**config.mk**
```make
export PLATFORM = sky130hd
export DESIGN_NAME = dr_ring_engine
export DESIGN_NICKNAME = d
export VERILOG_FILES = /design/src/rtl/dr_pkg.sv /design/src/rtl/dr_occupancy.sv /design/src/rtl/dr_fetch_ctl.sv /design/src/rtl/dr_wb_ctl.sv /design/src/rtl/dr_ring_engine.sv
export SDC_FILE = /design/constraint.sdc
export NUM_CORES = 1
export LEC_CHECK = 0
export BUFFER_PORTS_ARGS = -buffer_cell sky130_fd_sc_hd__buf_4
export CAP_MARGIN = 10
export CORE_ASPECT_RATIO = 1.2
export CORE_MARGIN = 10
export CORE_UTILIZATION = 52
export DETAILED_ROUTE_END_ITERATION = 12
export MAX_ROUTING_LAYER = met4
export PLACE_DENSITY = 0.77
export SLEW_MARGIN = 10
export SYNTH_ARGS = -nofsm -noshare
export SYNTH_HDL_FRONTEND = slang
export SYNTH_SLANG_ARGS = --single-unit
export TNS_END_PERCENT = 100
```
**constraint.sdc**
```tcl
create_clock -name clk -period 4.7 [get_ports clk]
set_clock_uncertainty 0.1 [all_clocks]
set_input_delay 1.41 -clock clk [delete_from_list [all_inputs] [get_ports clk]]
set_output_delay 1.41 -clock clk [all_outputs]
set_load 0.02 [all_outputs]
```
**src/rtl/dr_pkg.sv**
```systemverilog
package dr_pkg;
  typedef enum logic [1:0] {
    XS_IDLE = 2'd0,
    XS_REQ  = 2'd1,
    XS_WAIT = 2'd2
  } xfer_st_e;
endpackage

```
**src/rtl/dr_occupancy.sv**
```systemverilog
module dr_occupancy #(
  parameter int CACHE_DEPTH = 8,
  parameter int CNT_W       = 4
) (
  input  logic             clk,
  input  logic             rst_n,
  input  logic             clr,
  input  logic             fill,
  input  logic [CNT_W-1:0] fill_cnt,
  input  logic             take,
  input  logic             drain,
  input  logic [CNT_W-1:0] drain_cnt,
  output logic [CNT_W-1:0] used,
  output logic [CNT_W-1:0] unused,
  output logic [CNT_W-1:0] free
);
  logic [CNT_W-1:0] used_q, unused_q;
  logic             take_ok;
  logic [CNT_W-1:0] add_fill, sub_drain;

  assign take_ok   = take && (unused_q != '0);
  assign add_fill  = fill  ? fill_cnt  : '0;
  assign sub_drain = drain ? drain_cnt : '0;

  always_ff @(posedge clk or negedge rst_n) begin
    if (!rst_n) begin
      used_q   <= '0;
      unused_q <= '0;
    end else if (clr) begin
      used_q   <= '0;
      unused_q <= '0;
    end else begin
      unused_q <= unused_q + add_fill - CNT_W'(take_ok);
      used_q   <= used_q + CNT_W'(take_ok) - sub_drain;
    end
  end

  assign used   = used_q;
  assign unused = unused_q;
  assign free   = CNT_W'(CACHE_DEPTH) - used_q - unused_q;

  // the two queues together never exceed the cache
  p_no_overflow_r9: assert property (@(posedge clk) disable iff (!rst_n)
    ({1'b0, used_q} + {1'b0, unused_q}) <= (CNT_W+1)'(CACHE_DEPTH));

  // a consume with nothing unused leaves used unchanged
  p_take_empty_r9: assert property (@(posedge clk) disable iff (!rst_n || clr)
    (take && unused_q == '0 && !drain) |=> used_q == $past(used_q));
endmodule

```
**src/rtl/dr_fetch_ctl.sv**
```systemverilog
module dr_fetch_ctl import dr_pkg::*; #(
  parameter int ADDR_W  = 48,
  parameter int IDX_W   = 12,
  parameter int CNT_W   = 4,
  parameter int DESC_SH = 4
) (
  input  logic              clk,
  input  logic              rst_n,
  input  logic              clr,
  input  logic [ADDR_W-1:0] base,
  input  logic [IDX_W:0]    len,
  input  logic [IDX_W-1:0]  tail,
  input  logic [CNT_W-1:0]  free_cnt,
  output logic              req_valid,
  input  logic              req_ready,
  output logic [ADDR_W-1:0] req_addr,
  output logic [CNT_W-1:0]  req_cnt,
  input  logic              done,
  output logic              commit,
  output logic [CNT_W-1:0]  commit_cnt,
  output logic              busy
);
  localparam int LEN_W = IDX_W + 1;

  xfer_st_e          st_q;
  logic [IDX_W-1:0]  cptr_q;
  logic [CNT_W-1:0]  cnt_q;
  logic [ADDR_W-1:0] addr_q;
  logic [LEN_W-1:0]  span, nxt;
  logic [CNT_W-1:0]  want;
  logic [ADDR_W-1:0] slot_addr;

  always_comb begin
    if (tail >= cptr_q) span = {1'b0, tail} - {1'b0, cptr_q};
    else                span = len - {1'b0, cptr_q};
    want = (span > LEN_W'(free_cnt)) ? free_cnt : CNT_W'(span);
    nxt  = {1'b0, cptr_q} + LEN_W'(cnt_q);
    slot_addr = base + (ADDR_W'(cptr_q) << DESC_SH);
  end

  assign commit = (st_q == XS_WAIT) && done;

  always_ff @(posedge clk or negedge rst_n) begin
    if (!rst_n) begin
      st_q   <= XS_IDLE;
      cptr_q <= '0;
      cnt_q  <= '0;
      addr_q <= '0;
    end else if (clr) begin
      st_q   <= XS_IDLE;
      cptr_q <= '0;
    end else begin
      case (st_q)
        XS_IDLE: if (want != '0) begin
          st_q   <= XS_REQ;
          cnt_q  <= want;
          addr_q <= slot_addr;
        end
        XS_REQ:  if (req_ready) st_q <= XS_WAIT;
        XS_WAIT: if (done) begin
          st_q   <= XS_IDLE;
          cptr_q <= (nxt >= len) ? '0 : nxt[IDX_W-1:0];
        end
        default: st_q <= XS_IDLE;
      endcase
    end
  end

  assign req_valid  = (st_q == XS_REQ);
  assign req_addr   = addr_q;
  assign req_cnt    = cnt_q;
  assign commit_cnt = cnt_q;
  assign busy       = (st_q != XS_IDLE);

  // a raised fetch stays inside the ring
  p_no_ring_cross_r1: assert property (@(posedge clk) disable iff (!rst_n)
    req_valid |-> ({1'b0, cptr_q} + LEN_W'(req_cnt)) <= len);

  // a raised fetch fits the free cache space and is never empty
  p_fit_cache_r2: assert property (@(posedge clk) disable iff (!rst_n)
    req_valid |-> (req_cnt <= free_cnt && req_cnt != '0));

  // an unaccepted request holds still
  p_req_hold_r12: assert property (@(posedge clk) disable iff (!rst_n || clr)
    (req_valid && !req_ready) |=> (req_valid && $stable(req_addr) && $stable(req_cnt)));

  // the cache pointer moves only on a completed fetch or a clear
  p_cptr_step_r3: assert property (@(posedge clk) disable iff (!rst_n)
    (cptr_q != $past(cptr_q)) |-> $past(commit || clr));
endmodule

```
**src/rtl/dr_wb_ctl.sv**
```systemverilog
module dr_wb_ctl import dr_pkg::*; #(
  parameter int ADDR_W  = 48,
  parameter int IDX_W   = 12,
  parameter int CNT_W   = 4,
  parameter int DESC_SH = 4
) (
  input  logic              clk,
  input  logic              rst_n,
  input  logic              clr,
  input  logic [ADDR_W-1:0] base,
  input  logic [IDX_W:0]    len,
  input  logic [CNT_W-1:0]  used,
  input  logic              kick,
  input  logic [CNT_W-1:0]  mask,
  input  logic              head_load,
  input  logic [IDX_W-1:0]  head_val,
  output logic              req_valid,
  input  logic              req_ready,
  output logic [ADDR_W-1:0] req_addr,
  output logic [CNT_W-1:0]  req_cnt,
  input  logic              done,
  output logic              commit,
  output logic [CNT_W-1:0]  commit_cnt,
  output logic              busy,
  output logic [IDX_W-1:0]  head
);
  localparam int LEN_W = IDX_W + 1;

  xfer_st_e          st_q;
  logic [IDX_W-1:0]  head_q;
  logic [CNT_W-1:0]  cnt_q, mask_q;
  logic [ADDR_W-1:0] addr_q;
  logic              rearm_q;
  logic [LEN_W-1:0]  room, reach, nh;
  logic [CNT_W-1:0]  eff_mask, amount;
  logic              go;

  always_comb begin
    go       = kick || rearm_q;
    eff_mask = kick ? mask : mask_q;
    room     = len - {1'b0, head_q};
    reach    = {1'b0, head_q} + LEN_W'(used);
    if (reach >= len)        amount = CNT_W'(room);
    else if (eff_mask != '0) amount = used & ~eff_mask;
    else                     amount = used;
    nh = {1'b0, head_q} + LEN_W'(cnt_q);
    if (nh >= len) nh = nh - len;
  end

  assign commit = (st_q == XS_WAIT) && done;

  always_ff @(posedge clk or negedge rst_n) begin
    if (!rst_n) begin
      st_q    <= XS_IDLE;
      head_q  <= '0;
      cnt_q   <= '0;
      mask_q  <= '0;
      addr_q  <= '0;
      rearm_q <= 1'b0;
    end else if (clr) begin
      st_q    <= XS_IDLE;
      rearm_q <= 1'b0;
      if (head_load) head_q <= head_val;
    end else begin
      if (head_load) head_q <= head_val;
      case (st_q)
        XS_IDLE: if (go) begin
          rearm_q <= 1'b0;
          mask_q  <= eff_mask;
          if (amount != '0) begin
            st_q   <= XS_REQ;
            cnt_q  <= amount;
            addr_q <= base + (ADDR_W'(head_q) << DESC_SH);
          end
        end
        XS_REQ: begin
          if (kick && mask < mask_q) mask_q <= mask;
          if (req_ready) st_q <= XS_WAIT;
        end
        XS_WAIT: begin
          if (kick && mask < mask_q) mask_q <= mask;
          if (done) begin
            st_q    <= XS_IDLE;
            head_q  <= nh[IDX_W-1:0];
            rearm_q <= 1'b1;
          end
        end
        default: st_q <= XS_IDLE;
      endcase
    end
  end

  assign req_valid  = (st_q == XS_REQ);
  assign req_addr   = addr_q;
  assign req_cnt    = cnt_q;
  assign commit_cnt = cnt_q;
  assign busy       = (st_q != XS_IDLE);
  assign head       = head_q;

  // a writeback never passes the ring end nor exceeds what is used
  p_wb_no_cross_r5: assert property (@(posedge clk) disable iff (!rst_n)
    req_valid |-> (({1'b0, head_q} + LEN_W'(req_cnt)) <= len && req_cnt <= used));

  // head moves only on a completed writeback or an accepted load
  p_head_step_r6: assert property (@(posedge clk) disable iff (!rst_n)
    (head_q != $past(head_q)) |-> $past(commit || head_load));

  // an unaccepted writeback request holds still
  p_wb_hold_r12: assert property (@(posedge clk) disable iff (!rst_n || clr)
    (req_valid && !req_ready) |=> (req_valid && $stable(req_addr) && $stable(req_cnt)));
endmodule

```
**src/rtl/dr_ring_engine.sv**
```systemverilog
module dr_ring_engine #(
  parameter int ADDR_W      = 48,
  parameter int RING_MAX    = 4096,
  parameter int CACHE_DEPTH = 8,
  parameter int DESC_BYTES  = 16,
  localparam int IDX_W      = $clog2(RING_MAX),
  localparam int CNT_W      = $clog2(CACHE_DEPTH + 1)
) (
  input  logic              clk,
  input  logic              rst_n,
  input  logic              ring_clr,
  input  logic              cfg_load,
  input  logic [ADDR_W-1:0] cfg_base,
  input  logic [IDX_W:0]    cfg_len,
  input  logic [IDX_W-1:0]  cfg_head,
  input  logic              tail_wr,
  input  logic [IDX_W-1:0]  tail_val,
  input  logic              desc_take,
  input  logic              wb_kick,
  input  logic [CNT_W-1:0]  wb_align_mask,
  output logic              fetch_req_valid,
  input  logic              fetch_req_ready,
  output logic [ADDR_W-1:0] fetch_req_addr,
  output logic [CNT_W-1:0]  fetch_req_cnt,
  input  logic              fetch_done,
  output logic              wb_req_valid,
  input  logic              wb_req_ready,
  output logic [ADDR_W-1:0] wb_req_addr,
  output logic [CNT_W-1:0]  wb_req_cnt,
  input  logic              wb_done,
  output logic [IDX_W-1:0]  head,
  output logic [CNT_W-1:0]  free_cnt,
  output logic [CNT_W-1:0]  used_cnt,
  output logic [CNT_W-1:0]  unused_cnt,
  output logic              cfg_fault
);
  localparam int DESC_SH = $clog2(DESC_BYTES);

  logic [ADDR_W-1:0] base_q;
  logic [IDX_W:0]    len_q;
  logic [IDX_W-1:0]  tail_q;
  logic              fault_q;
  logic              f_commit, w_commit, f_busy, w_busy;
  logic [CNT_W-1:0]  f_commit_cnt, w_commit_cnt;
  logic              engaged, load_ok;

  assign engaged = f_busy || w_busy || (used_cnt != '0) || (unused_cnt != '0);
  assign load_ok = cfg_load && !engaged;

  always_ff @(posedge clk or negedge rst_n) begin
    if (!rst_n) begin
      base_q  <= '0;
      len_q   <= '0;
      tail_q  <= '0;
      fault_q <= 1'b0;
    end else begin
      fault_q <= cfg_load && engaged;
      if (load_ok) begin
        base_q <= cfg_base;
        len_q  <= cfg_len;
      end
      if (tail_wr) tail_q <= tail_val;
    end
  end

  assign cfg_fault = fault_q;

  dr_occupancy #(.CACHE_DEPTH(CACHE_DEPTH), .CNT_W(CNT_W)) u_occ (
    .clk       (clk),
    .rst_n     (rst_n),
    .clr       (ring_clr),
    .fill      (f_commit),
    .fill_cnt  (f_commit_cnt),
    .take      (desc_take),
    .drain     (w_commit),
    .drain_cnt (w_commit_cnt),
    .used      (used_cnt),
    .unused    (unused_cnt),
    .free      (free_cnt)
  );

  dr_fetch_ctl #(.ADDR_W(ADDR_W), .IDX_W(IDX_W), .CNT_W(CNT_W), .DESC_SH(DESC_SH)) u_fetch (
    .clk        (clk),
    .rst_n      (rst_n),
    .clr        (ring_clr),
    .base       (base_q),
    .len        (len_q),
    .tail       (tail_q),
    .free_cnt   (free_cnt),
    .req_valid  (fetch_req_valid),
    .req_ready  (fetch_req_ready),
    .req_addr   (fetch_req_addr),
    .req_cnt    (fetch_req_cnt),
    .done       (fetch_done),
    .commit     (f_commit),
    .commit_cnt (f_commit_cnt),
    .busy       (f_busy)
  );

  dr_wb_ctl #(.ADDR_W(ADDR_W), .IDX_W(IDX_W), .CNT_W(CNT_W), .DESC_SH(DESC_SH)) u_wb (
    .clk        (clk),
    .rst_n      (rst_n),
    .clr        (ring_clr),
    .base       (base_q),
    .len        (len_q),
    .used       (used_cnt),
    .kick       (wb_kick),
    .mask       (wb_align_mask),
    .head_load  (load_ok),
    .head_val   (cfg_head),
    .req_valid  (wb_req_valid),
    .req_ready  (wb_req_ready),
    .req_addr   (wb_req_addr),
    .req_cnt    (wb_req_cnt),
    .done       (wb_done),
    .commit     (w_commit),
    .commit_cnt (w_commit_cnt),
    .busy       (w_busy),
    .head       (head)
  );

  // a fault pulse always follows a load attempt
  p_fault_cause_r10: assert property (@(posedge clk) disable iff (!rst_n)
    cfg_fault |-> $past(cfg_load));

  // ring length stays fixed while a fetch is raised
  p_len_frozen_r10: assert property (@(posedge clk) disable iff (!rst_n)
    fetch_req_valid |=> $stable(len_q));
endmodule

```
# == Word level (Yosys, flattened, before mapping) ==
# Index checks and enable logic that the tools add are counted.
# classes
bitwise,3
add_sub_neg,15
magnitude_cmp,6
div,0
n_mux,36
eq_ne,13
n_reduce_logical,32
mul,0
n_shift,0
# ops
operator,n
$mux 12,9
$add 48x16->48,2
$mux 4,10
$add 12x4->13,3
$ge 13x13->1,3
$reduce_bool 4->1,5
$mux 2,9
$ne 3x2->1 const B,5
$gt 13x4->1,1
$mux 13,1
$sub 12x12->13,1
$sub 13x12->13,1
$ge 12x12->1,1
$pmux 2 s3,2
$reduce_and 4->1,3
$sub 12x12->12,1
$sub 4x4->4,3
$reduce_bool 2->1,5
$reduce_and 3->1,3
$pmux 4 s2,1
$logic_and 1x1->1,6
$ne 3x3->1 const B,2
$add 4x1->4,1
$add 4x4->4,1
17 further kinds,26
# totals
mem_bits_ro,0
latch_bits,0
word_cells,121
register_bits,219
n_memories,0
ramBits,0
output_inout_bits,131

# == Longest topological paths before layout ==
# depth
ltp_word,10
mapped_depth,19

# == Hierarchy ==
# From an unflattened synthesis, not the netlist that was laid out.
# unflattened
cells_unflattened,1567
hier_area_um2,15391.0
# by_module_without_submodules
mod,area_each_um2,seq_area_each_um2,cells_each,n_inst
dr_wb_ctl,6104.6,1776.7,694,1
dr_fetch_ctl,5788.1,1651.6,636,1
dr_ring_engine,2761.4,1851.8,161,1
dr_occupancy,737.0,200.2,76,1

# == Least setup slack after synthesis ==
# OpenSTA, ideal clock, no wires.
# synth_path
kind,register to register
from,register u_wb.head_q[0] (netlist: u_wb.head[0])
to,register u_wb.addr_q[0] (netlist: u_wb.req_addr[0])
setup_ns,0.125
path_slack_ns,0.146
n_path_buf,1
stages_incl_launch_ff,17
t_arrival_ns,4.329
required_ns,4.475
cell_sequence,dfrtp_1 ha_1 fa_1 a21o_1 a21oi_1 nor2_1 xor2_1 ha_1 a21o_1 a21o_1 a21o_1 a21o_1 a2111oi_1 a21oi_1 o211ai_2 buf_4 mux2_2
# synth_via
elab_chain_len,5
word_cells_on_any_way,6
# synth_lines
element,line,text
from (decl),dr_wb_ctl.sv:30,logic [IDX_W-1:0] head_q;
from (signal assigned),dr_wb_ctl.sv:63,if (head_load) head_q <= head_val;
from (signal assigned),dr_wb_ctl.sv:65,if (head_load) head_q <= head_val;
from (signal assigned),dr_wb_ctl.sv:84,head_q <= nh[IDX_W-1:0];
$add 12x4->13,dr_wb_ctl.sv:42,"reach = {1'b0, head_q} + LEN_W'(used);"
$ge 13x13->1,dr_wb_ctl.sv:43,if (reach >= len) amount = CNT_W'(room);
$mux 4 *,dr_wb_ctl.sv:43,
$reduce_bool 4->1 *,dr_wb_ctl.sv:70,if (amount != '0) begin
$reduce_and 4->1 (no source line) *,--,
to (signal assigned),dr_wb_ctl.sv:73,addr_q <= base + (ADDR_W'(head_q) << DESC_SH);
to (decl),dr_wb_ctl.sv:32,logic [ADDR_W-1:0] addr_q;
# Every way passes the cells marked *; elsewhere a longest branch is shown, timed or not.
# A chain may end at the register's enable or synchronous reset.

# == Worst setup path after layout ==
# layout_path
from,register u_fetch.cptr_q[7]
to,register u_fetch.addr_q[38] (netlist: u_fetch.req_addr[38])
# layout_via
elab_chain_len,6
word_cells_on_any_way,9
# layout_lines
element,line,text
from (decl),dr_fetch_ctl.sv:26,logic [IDX_W-1:0] cptr_q;
from (signal assigned),dr_fetch_ctl.sv:62,cptr_q <= (nxt >= len) ? '0 : nxt[IDX_W-1:0];
$sub 13x12->13 (tied with other cells),dr_fetch_ctl.sv:35,"else span = len - {1'b0, cptr_q};"
$mux 13,dr_fetch_ctl.sv:34,"if (tail >= cptr_q) span = {1'b0, tail} - {1'b0, cptr_q};"
$gt 13x4->1,dr_fetch_ctl.sv:36,want = (span > LEN_W'(free_cnt)) ? free_cnt : CNT_W'(span);
$mux 4,dr_fetch_ctl.sv:36,
$reduce_bool 4->1,dr_fetch_ctl.sv:54,XS_IDLE: if (want != '0) begin
$reduce_and 3->1 (no source line),--,
to (signal assigned),dr_fetch_ctl.sv:57,addr_q <= slot_addr;
to (decl),dr_fetch_ctl.sv:28,logic [ADDR_W-1:0] addr_q;
# Parallel ways exist; a longest one is shown, timed or not.

==> results.py <==
metrics = {
    "outcome": {
        "status": "completed",
    },
    "layout": {
        "fillers": 2410,
        "num_antenna_cells": 0,
        "final_cells": 2268,
        "regArea_mm2": 0.005482,
        "multiInputGateArea_mm2": 0.008781,
        "layout.nets": 2113,
        "drive_above_1_share_pct": 21.28,
        "area_delta_synth_final_pct": 20.93,
        "design_area_mm2": 0.01795,
    },
    "setup_path": {
        "slowest_delay_ps": 450,
        "crit_buf_inv": 3,
        "r2r_end": "u_fetch.req_addr[38]$_DFFE_PN0P_",
        "rr_worst_depth": 18,
        "crit_family": "compound AO/OA/AOI/OAI gates",
        "cp-end-kind": "flip-flop",
        "r2r_start": "u_fetch.cptr_q[7]$_DFFE_PN0P_",
        "path_max_fanout": 24,
        "cp.arrival_ps": 4750,
        "path_cells": "inv_1, ha_2, nand4_1, a21oi_1, nand2_1, o211ai_2, mux2_2, ha_1, a21oi_1, o21ai_0, o21ai_0, o2111ai_1, o21ai_1, nor2_1, nor3_4, buf_12, buf_8, mux2_2",
        "critPathSlowestCell": "ha_2",
        "critPathLaunchType": "flip-flop",
        "ff2ff_setup_slack_ps": 260,
        "worstPathRequired_ps": 5020,
        "path_class": "flip-flop to flip-flop",
    },
    "die": {
        "die_area_mm2": 0.03572,
        "start_util_pct": 53.00,
        "die_w_um": 174.2,
        "placementRows": 67,
        "core_area_mm2": 0.02800,
        "fp.dieH_um": 205.1,
        "io-pin-count": 231,
    },
    "detailed_routing": {
        "vias": 12980,
        "wl_um": 44810,
        "vias_per_cell": 5.721,
        "antenna_left": 0,
        "route.detailed.drc": 0,
        "drtIter0Drc": 986,
        "drtPass1Iterations": 7,
        "avgRoutedWirePerCell_um": 19.76,
    },
    "min_path": {
        "min_path_type": "flip-flop to flip-flop",
        "hp-start": "u_wb.req_addr[24]$_DFFE_PN0P_",
        "hold_end": "u_wb.req_addr[24]$_DFFE_PN0P_",
        "holdPathStages": 2,
    },
    "placed_design": {
        "placed_area_mm2": 0.01707,
        "placedCellCount": 2219,
        "port_buffers": 230,
        "gp_congestion": 0.9914,
        "dpl.hpwl_um": 34460,
    },
    "sta": {
        "timing.fmax_ghz": 0.2255,
        "setup_tns_ps": 0,
        "worstMarginPinSlew_ps": 1025,
        "hold_slack_ps": 386.7,
        "fin_crit_sh_pct": 94.37,
        "layout_min_cycle_time_ps": 4435,
        "slew_headroom_pct": 31.52,
        "final_hold_viol_count": 0,
        "finalSetupViolations": 0,
        "maxSlewViolCount": 0,
    },
    "global_route": {
        "grt_use_total_pct": 24.94,
        "first_global_vias": 13310,
        "grt_max_degree": 94,
        "grt.overflow.total": 0,
        "grt_pass1_wl_um": 70790,
        "antenna_found_initial": 0,
    },
    "clock_tree": {
        "clock_sinks": 219,
        "insertion_delay_ps": 540,
        "htreeDepth": 1,
        "cts_tree": "built",
        "cts_buffer_depth": 3,
        "cts_root_buf": "clkbuf_16",
        "path_clk_slew_ps": 60,
        "cts_inserted_buffers": 26,
    },
    "yosys": {
        "synth_cells": 1643,
        "synth_area_per_cell_um2": 9.033,
        "synth_flop_cell": "dfrtp_1",
        "synth_edf_count": 0,
        "synth_nets": 1885,
        "syn_area_mm2": 0.01484,
        "yosysSeqAreaShare_pct": 36.93,
        "yosysWarnings": 0,
        "synth_cell_types": 72,
        "async_flop_share_pct": 100.0,
        "ys_seq_elements": 219,
    },
    "pwr": {
        "p_leak_nw": 8.673,
        "peakVddDrop_v": 0.0007053,
        "power.density_mw_per_mm2": 736.5,
    },
    "run": {
        "cap_violations": 0,
    },
}
-- flip-flops by register name, indices dropped and copies added (netlist names), 12 cells and up --
name	count
tail_q	12
u_fetch.req_addr	48
len_q	13
u_fetch.cptr_q	12
u_wb.head	12
base_q	48
u_wb.req_addr	48
-- report_power, final --
group | internal (W) | total (W) | switching [W] | leakage [nW]
Clock | 0.00112 | 0.00194 | 0.000824 | 0.398
Sequential | 0.00263 | 0.00349 | 0.000854 | 2.78
Combinational | 0.00349 | 0.00779 | 0.00430 | 5.49
-- layer usage --
metal  wire length, um  global-route usage, %
met5                 0                      -
met4              1345                  8.560
met3              2861                  3.959
met2             22110                  42.40
met1             18490                  29.59
-- per-stage QoR --
step           worst slack [ps]  utilization (%)  total power (W)
2_1_floorplan             146.2                -         0.008567
3_3_place_gp              371.9            60.98          0.01085
3_5_place_dp              127.8            60.98          0.01109
4_1_cts                   76.84            63.83          0.01309
5_1_grt                  -5.057            64.10          0.01420
6_report                  264.5            64.10          0.01322
-- worst min-delay path, cell delays in order (launching register included) --
cell and delay, ps:
dfrtp_1 350, nand2_1 50, o21ai_0 60
-- timing repair --
item | 4_1_cts | 5_1_grt
buffers inserted | 0 | 2
gates resized for setup | 0 | 11
endpoints found under the setup margin | 0 | 94
hold buffers | 0 | 0
-- how the worst max path moves through the flow --
stage / startpoint / slack (ps) / endpoint / depth (start not counted)
after floorplan: u_wb.head[0]$_DFF_PN0_ / 150 / u_wb.req_addr[0]$_DFFE_PN0P_ / 16
after global placement: u_fetch.cptr_q[7]$_DFFE_PN0P_ / 370 / u_fetch.req_addr[1]$_DFFE_PN0P_ / 17
after detailed placement: u_fetch.cptr_q[7]$_DFFE_PN0P_ / 130 / u_fetch.req_addr[1]$_DFFE_PN0P_ / 17
after CTS: u_fetch.cptr_q[7]$_DFFE_PN0P_ / 80 / u_fetch.req_addr[1]$_DFFE_PN0P_ / 17
after global routing: u_fetch.cptr_q[5]$_DFFE_PN0P_ / -5 / u_fetch.req_addr[38]$_DFFE_PN0P_ / 18
final: u_fetch.cptr_q[7]$_DFFE_PN0P_ / 260 / u_fetch.req_addr[38]$_DFFE_PN0P_ / 18
-- placed cells by master, fill, tap and decap left out, types with 19 or more instances in the layout --
cell type,count
mux2_2,73
clkbuf_16,28
inv_1,88
nor2b_1,24
nor2_1,80
xor2_1,58
dfrtp_1,218
nand2_1,306
a21oi_1,66
o21ai_0,102
nand4_1,19
xnor2_1,85
buf_4,254
nand3_1,51
and3_1,22
nor3_1,25
ha_1,126
a21o_1,31
-- area by class of cell --
class	count	area share, %
inverters	88	1.840
clock buffers	35	3.988
flip-flops and latches	219	30.54
well taps	379	2.642
repair buffers	263	11.60
clock inverters	11	0.4601
multi-input cells	1273	48.93
-- cell families after synthesis --
| group | after synthesis | share of synthesized area, % |
|---|---|---|
| buffers and inverters | 151 | 4.165 |
| AOI/OAI and AO/OA | 302 | 12.79 |
| xor gates and xnor gates | 144 | 8.498 |
| muxes | 90 | 6.719 |
| DFF | 219 | 36.93 |
| and+or+nand+nor | 595 | 18.32 |
| adders and majority gates | 142 | 12.58 |
-- cells in the mapped netlist, drive strengths merged, types with 12 or more instances --
| master | n | area [um2] |
|---|---|---|
| a211oi | 14 | 105.1 |
| a21o | 31 | 232.7 |
| a21oi | 67 | 335.3 |
| and3 | 22 | 137.6 |
| buf | 20 | 126.4 |
| clkbuf | 43 | 161.4 |
| dfrtp | 219 | 5480 |
| fa | 12 | 240.2 |
| ha | 130 | 1627 |
| inv | 88 | 330.3 |
| mux2 | 77 | 867.1 |
| mux2i | 13 | 130.1 |
| nand2 | 307 | 1152 |
| nand2b | 14 | 87.58 |
| nand3 | 51 | 255.2 |
| nand4 | 19 | 118.9 |
| nor2 | 80 | 300.3 |
| nor2b | 25 | 163.9 |
| nor3 | 27 | 151.4 |
| o21ai | 107 | 535.5 |
| or3 | 12 | 75.07 |
| xnor2 | 86 | 753.2 |
| xor2 | 58 | 508.0 |
No activity file was read; power rests on OpenSTA's default activity.
